**config.mk**
```make
export PLATFORM = sky130hd
export DESIGN_NAME = wallclock_timer
export DESIGN_NICKNAME = d
export VERILOG_FILES = /design/src/rtl/wct_pkg.sv /design/src/rtl/wct_rst_sync.sv /design/src/rtl/wct_prescaler.sv /design/src/rtl/wct_counter.sv /design/src/rtl/wct_comparator.sv /design/src/rtl/wallclock_timer.sv
export SDC_FILE = /design/constraint.sdc
export NUM_CORES = 1
export LEC_CHECK = 0
export BUFFER_PORTS_ARGS = -buffer_cell sky130_fd_sc_hd__buf_2
export CORE_MARGIN = 2
export CORE_UTILIZATION = 63
export CTS_CLUSTER_SIZE = 14
export DETAILED_ROUTE_END_ITERATION = 10
export MAX_ROUTING_LAYER = met4
export PLACE_DENSITY = 0.78
export SYNTH_ARGS = -nofsm -noshare
export SYNTH_HDL_FRONTEND = slang
export SYNTH_SLANG_ARGS = --single-unit
```
**constraint.sdc**
```tcl
create_clock -name clk -period 8.9 [get_ports clk]
set_input_delay 1.335 -clock clk [delete_from_list [all_inputs] [get_ports clk]]
set_output_delay 1.335 -clock clk [all_outputs]
set_load 0.1 [all_outputs]
```
**src/rtl/wct_pkg.sv**
```systemverilog
package wct_pkg;
  localparam int PRESC_W = 8;

  typedef enum logic [2:0] {
    IDX_CNT_LO = 3'd0,
    IDX_CNT_HI = 3'd1,
    IDX_CTRL   = 3'd2,
    IDX_STAT   = 3'd3,
    IDX_THR_LO = 3'd4,
    IDX_THR_HI = 3'd5,
    IDX_STEP   = 3'd6
  } reg_idx_e;

  typedef struct packed {
    logic [PRESC_W-1:0] presc;
    logic               auto_adv;
    logic               irq_en;
    logic               cmp_en;
    logic               run;
  } ctrl_t;
endpackage

```
**src/rtl/wct_rst_sync.sv**
```systemverilog
module wct_rst_sync (
  input  logic clk,
  input  logic rst_n,
  output logic rst_sync_n
);
  logic meta_q;
  logic sync_q;

  always_ff @(posedge clk or negedge rst_n) begin
    if (!rst_n) begin
      meta_q <= 1'b0;
      sync_q <= 1'b0;
    end else begin
      meta_q <= 1'b1;
      sync_q <= meta_q;
    end
  end

  assign rst_sync_n = sync_q;
endmodule

```
**src/rtl/wct_prescaler.sv**
```systemverilog
module wct_prescaler #(
  parameter int PRESC_W = 8
) (
  input  logic               clk,
  input  logic               rst_n,
  input  logic               run,
  input  logic [PRESC_W-1:0] limit,
  output logic               tick
);
  logic [PRESC_W-1:0] div_q, div_d;

  always_comb begin
    tick  = run && (div_q == limit);
    div_d = div_q;
    if (!run || tick) begin
      div_d = '0;
    end else begin
      div_d = div_q + 1'b1;
    end
  end

  always_ff @(posedge clk or negedge rst_n) begin
    if (!rst_n) begin
      div_q <= '0;
    end else begin
      div_q <= div_d;
    end
  end
endmodule

```
**src/rtl/wct_counter.sv**
```systemverilog
module wct_counter #(
  parameter int DATA_W = 32,
  parameter int CNT_W  = 64
) (
  input  logic              clk,
  input  logic              rst_n,
  input  logic              tick,
  input  logic              ld_lo,
  input  logic              ld_hi,
  input  logic [DATA_W-1:0] ld_data,
  output logic [CNT_W-1:0]  count
);
  localparam int HALF = CNT_W / 2;

  logic [CNT_W-1:0] cnt_q, cnt_d;
  logic             cnt_ce;

  always_comb begin
    cnt_ce = ld_lo || ld_hi || tick;
    cnt_d  = cnt_q;
    if (ld_lo) begin
      cnt_d = {cnt_q[CNT_W-1:HALF], ld_data[HALF-1:0]};
    end else if (ld_hi) begin
      cnt_d = {ld_data[HALF-1:0], cnt_q[HALF-1:0]};
    end else if (tick) begin
      cnt_d = cnt_q + 1'b1;
    end
  end

  always_ff @(posedge clk or negedge rst_n) begin
    if (!rst_n) begin
      cnt_q <= '0;
    end else if (cnt_ce) begin
      cnt_q <= cnt_d;
    end
  end

  assign count = cnt_q;
endmodule

```
**src/rtl/wct_comparator.sv**
```systemverilog
module wct_comparator #(
  parameter int DATA_W = 32,
  parameter int CNT_W  = 64
) (
  input  logic              clk,
  input  logic              rst_n,
  input  logic [CNT_W-1:0]  count,
  input  logic              cmp_en,
  input  logic              auto_adv,
  input  logic              wr_thr_lo,
  input  logic              wr_thr_hi,
  input  logic              wr_step,
  input  logic              clr_flag,
  input  logic [DATA_W-1:0] wdata,
  output logic [CNT_W-1:0]  threshold,
  output logic [DATA_W-1:0] step,
  output logic              flag
);
  localparam int HALF = CNT_W / 2;

  logic [CNT_W-1:0]  thr_q, thr_d;
  logic [DATA_W-1:0] step_q;
  logic              flag_q, flag_d;
  logic              hit;
  logic              thr_ce;

  always_comb begin
    hit    = cmp_en && (count >= thr_q);
    thr_ce = wr_thr_lo || wr_thr_hi || (hit && auto_adv);
    thr_d  = thr_q;
    if (wr_thr_lo) begin
      thr_d = {thr_q[CNT_W-1:HALF], wdata[HALF-1:0]};
    end else if (wr_thr_hi) begin
      thr_d = {wdata[HALF-1:0], thr_q[HALF-1:0]};
    end else if (hit && auto_adv) begin
      thr_d = thr_q + {{(CNT_W-DATA_W){1'b0}}, step_q};
    end
    flag_d = flag_q;
    if (hit) begin
      flag_d = 1'b1;
    end else if (clr_flag) begin
      flag_d = 1'b0;
    end
  end

  always_ff @(posedge clk or negedge rst_n) begin
    if (!rst_n) begin
      thr_q  <= '0;
      step_q <= '0;
      flag_q <= 1'b0;
    end else begin
      if (thr_ce) begin
        thr_q <= thr_d;
      end
      if (wr_step) begin
        step_q <= wdata;
      end
      flag_q <= flag_d;
    end
  end

  assign threshold = thr_q;
  assign step      = step_q;
  assign flag      = flag_q;
endmodule

```
**src/rtl/wallclock_timer.sv**
```systemverilog
module wallclock_timer #(
  parameter int DATA_W = 32,
  parameter int CNT_W  = 64,
  parameter int IDX_W  = 3
) (
  input  logic              clk,
  input  logic              rst_n,
  input  logic              bus_wr,
  input  logic              bus_rd,
  input  logic [IDX_W-1:0]  bus_widx,
  input  logic [DATA_W-1:0] bus_wdata,
  output logic [DATA_W-1:0] bus_rdata,
  output logic              irq
);
  import wct_pkg::*;

  localparam int HALF   = CNT_W / 2;
  localparam int CTRL_W = $bits(ctrl_t);

  logic              rst_sync_n;
  ctrl_t             ctrl_q, ctrl_d;
  logic [HALF-1:0]   shadow_q;
  logic [CNT_W-1:0]  count_q;
  logic [CNT_W-1:0]  thr_q;
  logic [DATA_W-1:0] step_q;
  logic              flag_q;
  logic              tick;
  logic              wr_cnt_lo, wr_cnt_hi, wr_ctrl, wr_thr_lo, wr_thr_hi;
  logic              wr_step, clr_flag, rd_cnt_lo;
  reg_idx_e          idx;

  wct_rst_sync u_rst_sync (
    .clk        (clk),
    .rst_n      (rst_n),
    .rst_sync_n (rst_sync_n)
  );

  always_comb begin
    idx       = reg_idx_e'(bus_widx);
    wr_cnt_lo = bus_wr && (idx == IDX_CNT_LO);
    wr_cnt_hi = bus_wr && (idx == IDX_CNT_HI);
    wr_ctrl   = bus_wr && (idx == IDX_CTRL);
    clr_flag  = bus_wr && (idx == IDX_STAT) && bus_wdata[0];
    wr_thr_lo = bus_wr && (idx == IDX_THR_LO);
    wr_thr_hi = bus_wr && (idx == IDX_THR_HI);
    wr_step   = bus_wr && (idx == IDX_STEP);
    rd_cnt_lo = bus_rd && (idx == IDX_CNT_LO);
    ctrl_d    = '{presc:    bus_wdata[PRESC_W+7:8],
                  auto_adv: bus_wdata[3],
                  irq_en:   bus_wdata[2],
                  cmp_en:   bus_wdata[1],
                  run:      bus_wdata[0]};
  end

  always_ff @(posedge clk or negedge rst_sync_n) begin
    if (!rst_sync_n) begin
      ctrl_q <= '0;
    end else if (wr_ctrl) begin
      ctrl_q <= ctrl_d;
    end
  end

  always_ff @(posedge clk or negedge rst_sync_n) begin
    if (!rst_sync_n) begin
      shadow_q <= '0;
    end else if (rd_cnt_lo) begin
      shadow_q <= count_q[CNT_W-1:HALF];
    end
  end

  wct_prescaler #(.PRESC_W(PRESC_W)) u_presc (
    .clk   (clk),
    .rst_n (rst_sync_n),
    .run   (ctrl_q.run),
    .limit (ctrl_q.presc),
    .tick  (tick)
  );

  wct_counter #(.DATA_W(DATA_W), .CNT_W(CNT_W)) u_counter (
    .clk     (clk),
    .rst_n   (rst_sync_n),
    .tick    (tick),
    .ld_lo   (wr_cnt_lo),
    .ld_hi   (wr_cnt_hi),
    .ld_data (bus_wdata),
    .count   (count_q)
  );

  wct_comparator #(.DATA_W(DATA_W), .CNT_W(CNT_W)) u_cmp (
    .clk       (clk),
    .rst_n     (rst_sync_n),
    .count     (count_q),
    .cmp_en    (ctrl_q.cmp_en),
    .auto_adv  (ctrl_q.auto_adv),
    .wr_thr_lo (wr_thr_lo),
    .wr_thr_hi (wr_thr_hi),
    .wr_step   (wr_step),
    .clr_flag  (clr_flag),
    .wdata     (bus_wdata),
    .threshold (thr_q),
    .step      (step_q),
    .flag      (flag_q)
  );

  always_comb begin
    bus_rdata = '0;
    if (bus_rd) begin
      case (idx)
        IDX_CNT_LO: bus_rdata = count_q[HALF-1:0];
        IDX_CNT_HI: bus_rdata = shadow_q;
        IDX_CTRL:   bus_rdata = {{(DATA_W-CTRL_W-4){1'b0}}, ctrl_q.presc,
                                 4'b0000, ctrl_q.auto_adv, ctrl_q.irq_en,
                                 ctrl_q.cmp_en, ctrl_q.run};
        IDX_STAT:   bus_rdata = {{(DATA_W-1){1'b0}}, flag_q};
        IDX_THR_LO: bus_rdata = thr_q[HALF-1:0];
        IDX_THR_HI: bus_rdata = thr_q[CNT_W-1:HALF];
        IDX_STEP:   bus_rdata = step_q;
        default:    bus_rdata = '0;
      endcase
    end
  end

  assign irq = flag_q && ctrl_q.irq_en;
endmodule

```
# ---- Word-level counts from Yosys, hierarchy flattened
# Cells that the tools add are included.
dict set report totals {
  latchBits 0
  n_memories 0
  input_bits 39
  register_bits 215
  wordCells 70
  ram_bits 0
  output_inout_bits 33
  rom_bits 0
}
dict set report op_classes {
  n_lt_le_gt_ge 1
  add_sub_neg 3
  reduce_logical 29
  n_mux 11
  n_eq_ne 9
  bitwise 2
  mul 0
  div 0
  n_shift 0
}
# op count
set ops {}
lappend ops {{two-way mux 64 bit} 4}
lappend ops {{case mux 32 bit (7 select lines)} 1}
lappend ops {{two-way mux 32 bit} 3}
lappend ops {{adder 64 x 1 -> 64 bit, second input constant} 1}
lappend ops {{adder 64 x 32 -> 64 bit} 1}
lappend ops {{>= comparator 64 bit} 1}
lappend ops {{logical AND 1 bit} 13}
lappend ops {{AND reduction 3 bit} 4}
lappend ops {{nonzero test 2 bit} 5}
lappend ops {{equality test 3 bit, second input constant} 3}
lappend ops {{adder 8 x 1 -> 8 bit, second input constant} 1}
lappend ops {{equality test 8 bit} 1}
lappend ops {{two-way mux 8 bit} 1}
lappend ops {{equality test 3 x 2 -> 1 bit, second input constant} 2}
lappend ops {{logical OR 1 bit} 5}
lappend ops {{inequality test 2 x 1 -> 1 bit, second input constant} 2}
lappend ops {{equality test 3 x 1 -> 1 bit, second input constant} 1}
lappend ops {{zero test 3 bit} 1}
lappend ops {{two-way mux 1 bit} 2}
lappend ops {{inverter 1 bit} 2}
lappend ops {{zero test 1 bit} 1}

# ---- Depth between registers and ports, before layout
dict set report logic_depth {
  depth_word 6
  ltp_mapped 14
  mapped_depth_nobuf 12
}

# ---- Cells and area by module
# Synthesis repeated with hierarchy kept, for this count alone.
dict set report hier_totals {
  hier_cells 1855
  area_unflattened_um2 16041.6
}
# module instances area_per_inst_um2 cells_per_inst seq_area_each_um2
set by_module_without_submodules {}
lappend by_module_without_submodules {wct_comparator 1 8092.8 972 2427.3}
lappend by_module_without_submodules {wct_counter 1 3987.6 486 1601.5}
lappend by_module_without_submodules {wallclock_timer 1 3407.0 348 1101.1}
lappend by_module_without_submodules {wct_prescaler 1 500.5 46 200.2}
lappend by_module_without_submodules {wct_rst_sync 1 53.8 3 50.0}

# ---- Worst setup path before layout
# OpenSTA, ideal clock, no wires.
dict set report synth_path {
  path_type {input-to-output}
  startpoint {input bus_widx[0]}
  endpoint {output bus_rdata[0]}
  slack_ps 2765
  arrival_time_ps 4800
  required_time_ps 7565
  path_buffers 3
  cell_stages 6
  cell_sequence {clkbuf_1 > buf_1 > clkbuf_1 > mux4_2 > nor2_1 > a211oi_1}
}
dict set report synth_between {
  elab_chain_len 3
  word_cells_on_any_way 9
  cone_classes {eq/ne: 6; mux: 2; reduce/logical: 1}
}
# item line
set synth_rtl {}
lappend synth_rtl {{start: declaration} wallclock_timer.sv:10} ;# input logic [IDX_W-1:0] bus_widx,
lappend synth_rtl {{equality test 3 bit, or another cell as far along} wallclock_timer.sv:108} ;# case (idx)
lappend synth_rtl {{case mux 32 bit (7 select lines) (*)} wallclock_timer.sv:108}
lappend synth_rtl {{two-way mux 32 bit (*)} wallclock_timer.sv:107} ;# if (bus_rd) begin
lappend synth_rtl {{end: declaration} wallclock_timer.sv:12} ;# output logic [DATA_W-1:0] bus_rdata,
# Mark *: on every way between the ends. The rest lies on a longest branch, timed or not.

# ---- Final worst setup path
dict set report layout_path {
  startpoint {input bus_widx[0]}
  endpoint {output bus_rdata[16]}
}
# Same word-level chain as after synthesis.

==> flow_metrics.env <==
export IMPL_cts_sink_count=215
export IMPL_syn_num_nets=1969
export IMPL_crit_fanout=46
export IMPL_cp_arrival_ps=4190
export IMPL_yosys_warnings=0
export IMPL_peakVddDrop_v=0.000178
export IMPL_worstRegToRegCells=11
export IMPL_areaGrowthSynthToFinish_pct=8.53
export IMPL_cts_buffer_depth=3
export IMPL_avgSynthCellArea_um2=8.41
export IMPL_dr_pass1_iters=8
export IMPL_via_per_inst=7.11
export IMPL_pre_cts_ws_ps=3490
export IMPL_cts_max_level=1
export IMPL_clk_latency_ps=550
export IMPL_grt_pass1_vias=14600
export IMPL_ant_nets=0
export IMPL_cts_hold_fix_buffers=0
export IMPL_synth_area_um2=15400
export IMPL_final_common_cell="dfrtp_1"
export IMPL_antenna_found_initial=2
export IMPL_grt_max_degree=91
export IMPL_tns_ps=0
export IMPL_skew_ps=12.0
export IMPL_hpwl_um=41300
export IMPL_gr_total_overflow=0
export IMPL_final_nets=1982
export IMPL_stdcell_area_um2=16700
export IMPL_synth_xor_area_share_pct=2.45
export IMPL_cts_repair_resized=0
export IMPL_cpPeakStageDelay_ps=800
export IMPL_synth_top_flop_cell="dfrtp_1"
export IMPL_track_usage_pct=44.7
export IMPL_place_port_buffers=71
export IMPL_fin_cells=2187
export IMPL_synthMuxAreaShare_pct=6.41
export IMPL_tritoncts="built"
export IMPL_relSlewSlack_pct=11.5
export IMPL_synth_seq_cells=215
export IMPL_die_w_um=160
export IMPL_finalCriticalPeriod_ps=5530
export IMPL_core_um2=24200
export IMPL_dpl_cell_area_um2=15900
export IMPL_synthCells=1831
export IMPL_synth_top_family_by_area="compound AO/OA/AOI/OAI gates"
export IMPL_dp_cells=2141
export IMPL_end_kind="output port"
export IMPL_hold_slack_ps=362
export IMPL_die_area_um2=25700
export IMPL_drive_above_1_share_pct=12.7
export IMPL_slew_viol_final=0
export IMPL_drt_initial_drc_count=2124
export IMPL_finalHoldViolCount=0
export IMPL_routabilityCongestion=1.02
export IMPL_setup_slack_ps=3370
export IMPL_yosysSeqAreaShare_pct=34.9
export IMPL_cts_made_buffers=25
export IMPL_via_count=15500
export IMPL_required_ps=7570
export IMPL_setup_viol=0
export IMPL_start_util_pct=63.7
export IMPL_p_leak_uw=0.00734
export IMPL_final_cell_mix="dfrtp_1, a21oi_1, nor2_1, nand2_1, o21ai_0"
export IMPL_hold_depth=0
export IMPL_cts_root_buf="clkbuf_16"
export IMPL_fmax_ghz=0.181
export IMPL_drt_total_wl_um=55900
export IMPL_regArea_um2=5380
export IMPL_maxCapViolCount=0
export IMPL_startpoint_type="input port"
export IMPL_crit_type="in -> out"
export IMPL_drcViolationCount=0
export IMPL_synth_adder_area_share_pct=8.09
export IMPL_fin_crit_sh_pct=62.1
export IMPL_synth_simple_gate_area_share_pct=17.5
export IMPL_power_density_nw_per_um2=288
export IMPL_drt_wirelength_per_cell_um=25.6
export IMPL_nFillCells=1950
export IMPL_rsz0062_at_grt="no"
export IMPL_worstMarginPinSlew_ps=1320
export IMPL_synth_compound_area_share_pct=25.7
export IMPL_synth_edff_count=0
export IMPL_dieHeight_um=160
export IMPL_min_path_type="reg -> reg"
export IMPL_grt_pass1_wl_um=85800
export IMPL_io_pins=72
export IMPL_post_cts_buffers=0
export IMPL_async_flop_share_pct=100
export IMPL_status="finished clean"
export IMPL_path_cells="buf_2 > buf_4 > nand2b_1 > nor2_1 > buf_4 > a221oi_1 > nor2_1 > buf_2"
export IMPL_rows=57
export IMPL_clkSlewWorstSetupHoldPaths_ps=60
export IMPL_cpMaxStageDelayCell="nor2_1"
export IMPL_ys_types=86
export IMPL_multi_input_area_um2=9280
-- critical path, delay by kind of cell --
kind	cells	cell delay, ps
simple gates	3	1360
buf+inv	4	1340
compound gates	1	120
-- cell usage after synthesis (5+ instances only) --
| master | number | area, um2 |
|---|---|---|
| nor4_1 | 9 | 56.3 |
| nand2_1 | 167 | 627 |
| nand2b_1 | 8 | 50.1 |
| mux2_2 | 75 | 845 |
| o311ai_0 | 5 | 43.8 |
| and2_1 | 11 | 68.8 |
| a32oi_1 | 5 | 43.8 |
| o22ai_1 | 24 | 150 |
| or3_1 | 7 | 43.8 |
| and3_1 | 24 | 150 |
| o31ai_1 | 7 | 52.6 |
| o41ai_1 | 5 | 43.8 |
| and4_1 | 8 | 70.1 |
| a221o_1 | 10 | 100 |
| nand4_1 | 36 | 225 |
| nor3_1 | 42 | 210 |
| dfrtp_1 | 215 | 5380 |
| xnor2_1 | 22 | 193 |
| o22a_1 | 9 | 78.8 |
| nor2b_1 | 9 | 56.3 |
| xor2_1 | 21 | 184 |
| buf_1 | 17 | 63.8 |
| a211oi_1 | 13 | 97.6 |
| nor2_1 | 175 | 657 |
| o32ai_1 | 5 | 43.8 |
| o211ai_1 | 8 | 60.1 |
| clkbuf_1 | 82 | 308 |
| inv_1 | 89 | 334 |
| a21oi_1 | 204 | 1020 |
| mux2i_1 | 12 | 120 |
| a221oi_1 | 40 | 350 |
| ha_1 | 98 | 1230 |
| a22oi_1 | 47 | 353 |
| o21a_1 | 5 | 37.5 |
| a21o_1 | 24 | 180 |
| a31oi_1 | 20 | 125 |
| o21ai_0 | 130 | 651 |
| buf_2 | 5 | 25.0 |
| nand3_1 | 60 | 300 |
-- worst paths after layout --
path / from / end / slack [ps]
setup / recovery: bus_widx[0] / bus_rdata[16] / 3370
hold / removal: u_rst_sync.meta_q / u_rst_sync.rst_sync_n / 360
setup reg to reg: u_cmp.threshold[45] / u_cmp.threshold[58] / 4570
hold reg to reg: u_rst_sync.meta_q / u_rst_sync.rst_sync_n / 360
max in group asynchronous: u_rst_sync.rst_sync_n / u_cmp.threshold[49] / 6720
min in group asynchronous: u_rst_sync.rst_sync_n / u_counter.count[56] / 370
-- through the flow --
stage	power (uW)	utilization, %
after floorplan	3090	-
after global placement	3680	65.9
after detailed placement	3730	65.9
after CTS	4730	69.1
after global routing	5080	69.1
final	4810	69.1
-- where the power goes --
| part | internal (uW) | leakage [uW] | switching [uW] |
|---|---|---|---|
| clock | 562 | 0.000387 | 432 |
| combinational | 821 | 0.00438 | 1310 |
| sequential | 1250 | 0.00258 | 441 |
| total | 2630 | 0.00734 | 2190 |
-- state kept, by name, summed over array words and instances, names as in the netlist --
register	cells
u_cmp.threshold	64
shadow_q	32
ctrl_q	12
u_cmp.step	32
u_rst_sync.rst_sync_n	1
u_rst_sync.meta_q	1
u_cmp.flag	1
u_counter.count	64
u_presc.div_q	8
-- cells by family after synthesis --
family,count (synthesis)
AO/OA/AOI/OAI,613
adder cells (fa/ha/maj),99
other,1
AND/OR/NAND/NOR,574
XOR/XNOR,43
multiplexers,88
flip-flops,215
buffers and inverters,198
-- area by class of cell --
cell class                 instances  area share, %
multi-input combinational       1418           55.5
sequential                       215           32.2
clock buffer                      38           4.33
timing repair buffer              95           3.20
tap                              324           2.43
inverter                          89           2.00
clock inverter                     7          0.299
antenna                            1         0.0150
-- layer usage --
metal  vias up  routed length, um  GRT usage, %
met4         0               2280          16.2
met3       181               8320          13.0
met1      7501              21900          62.1
li1       6835                  -             -
met5         -                  0             -
met2      1027              23400          62.2
No activity file was read; power rests on OpenSTA's default activity.
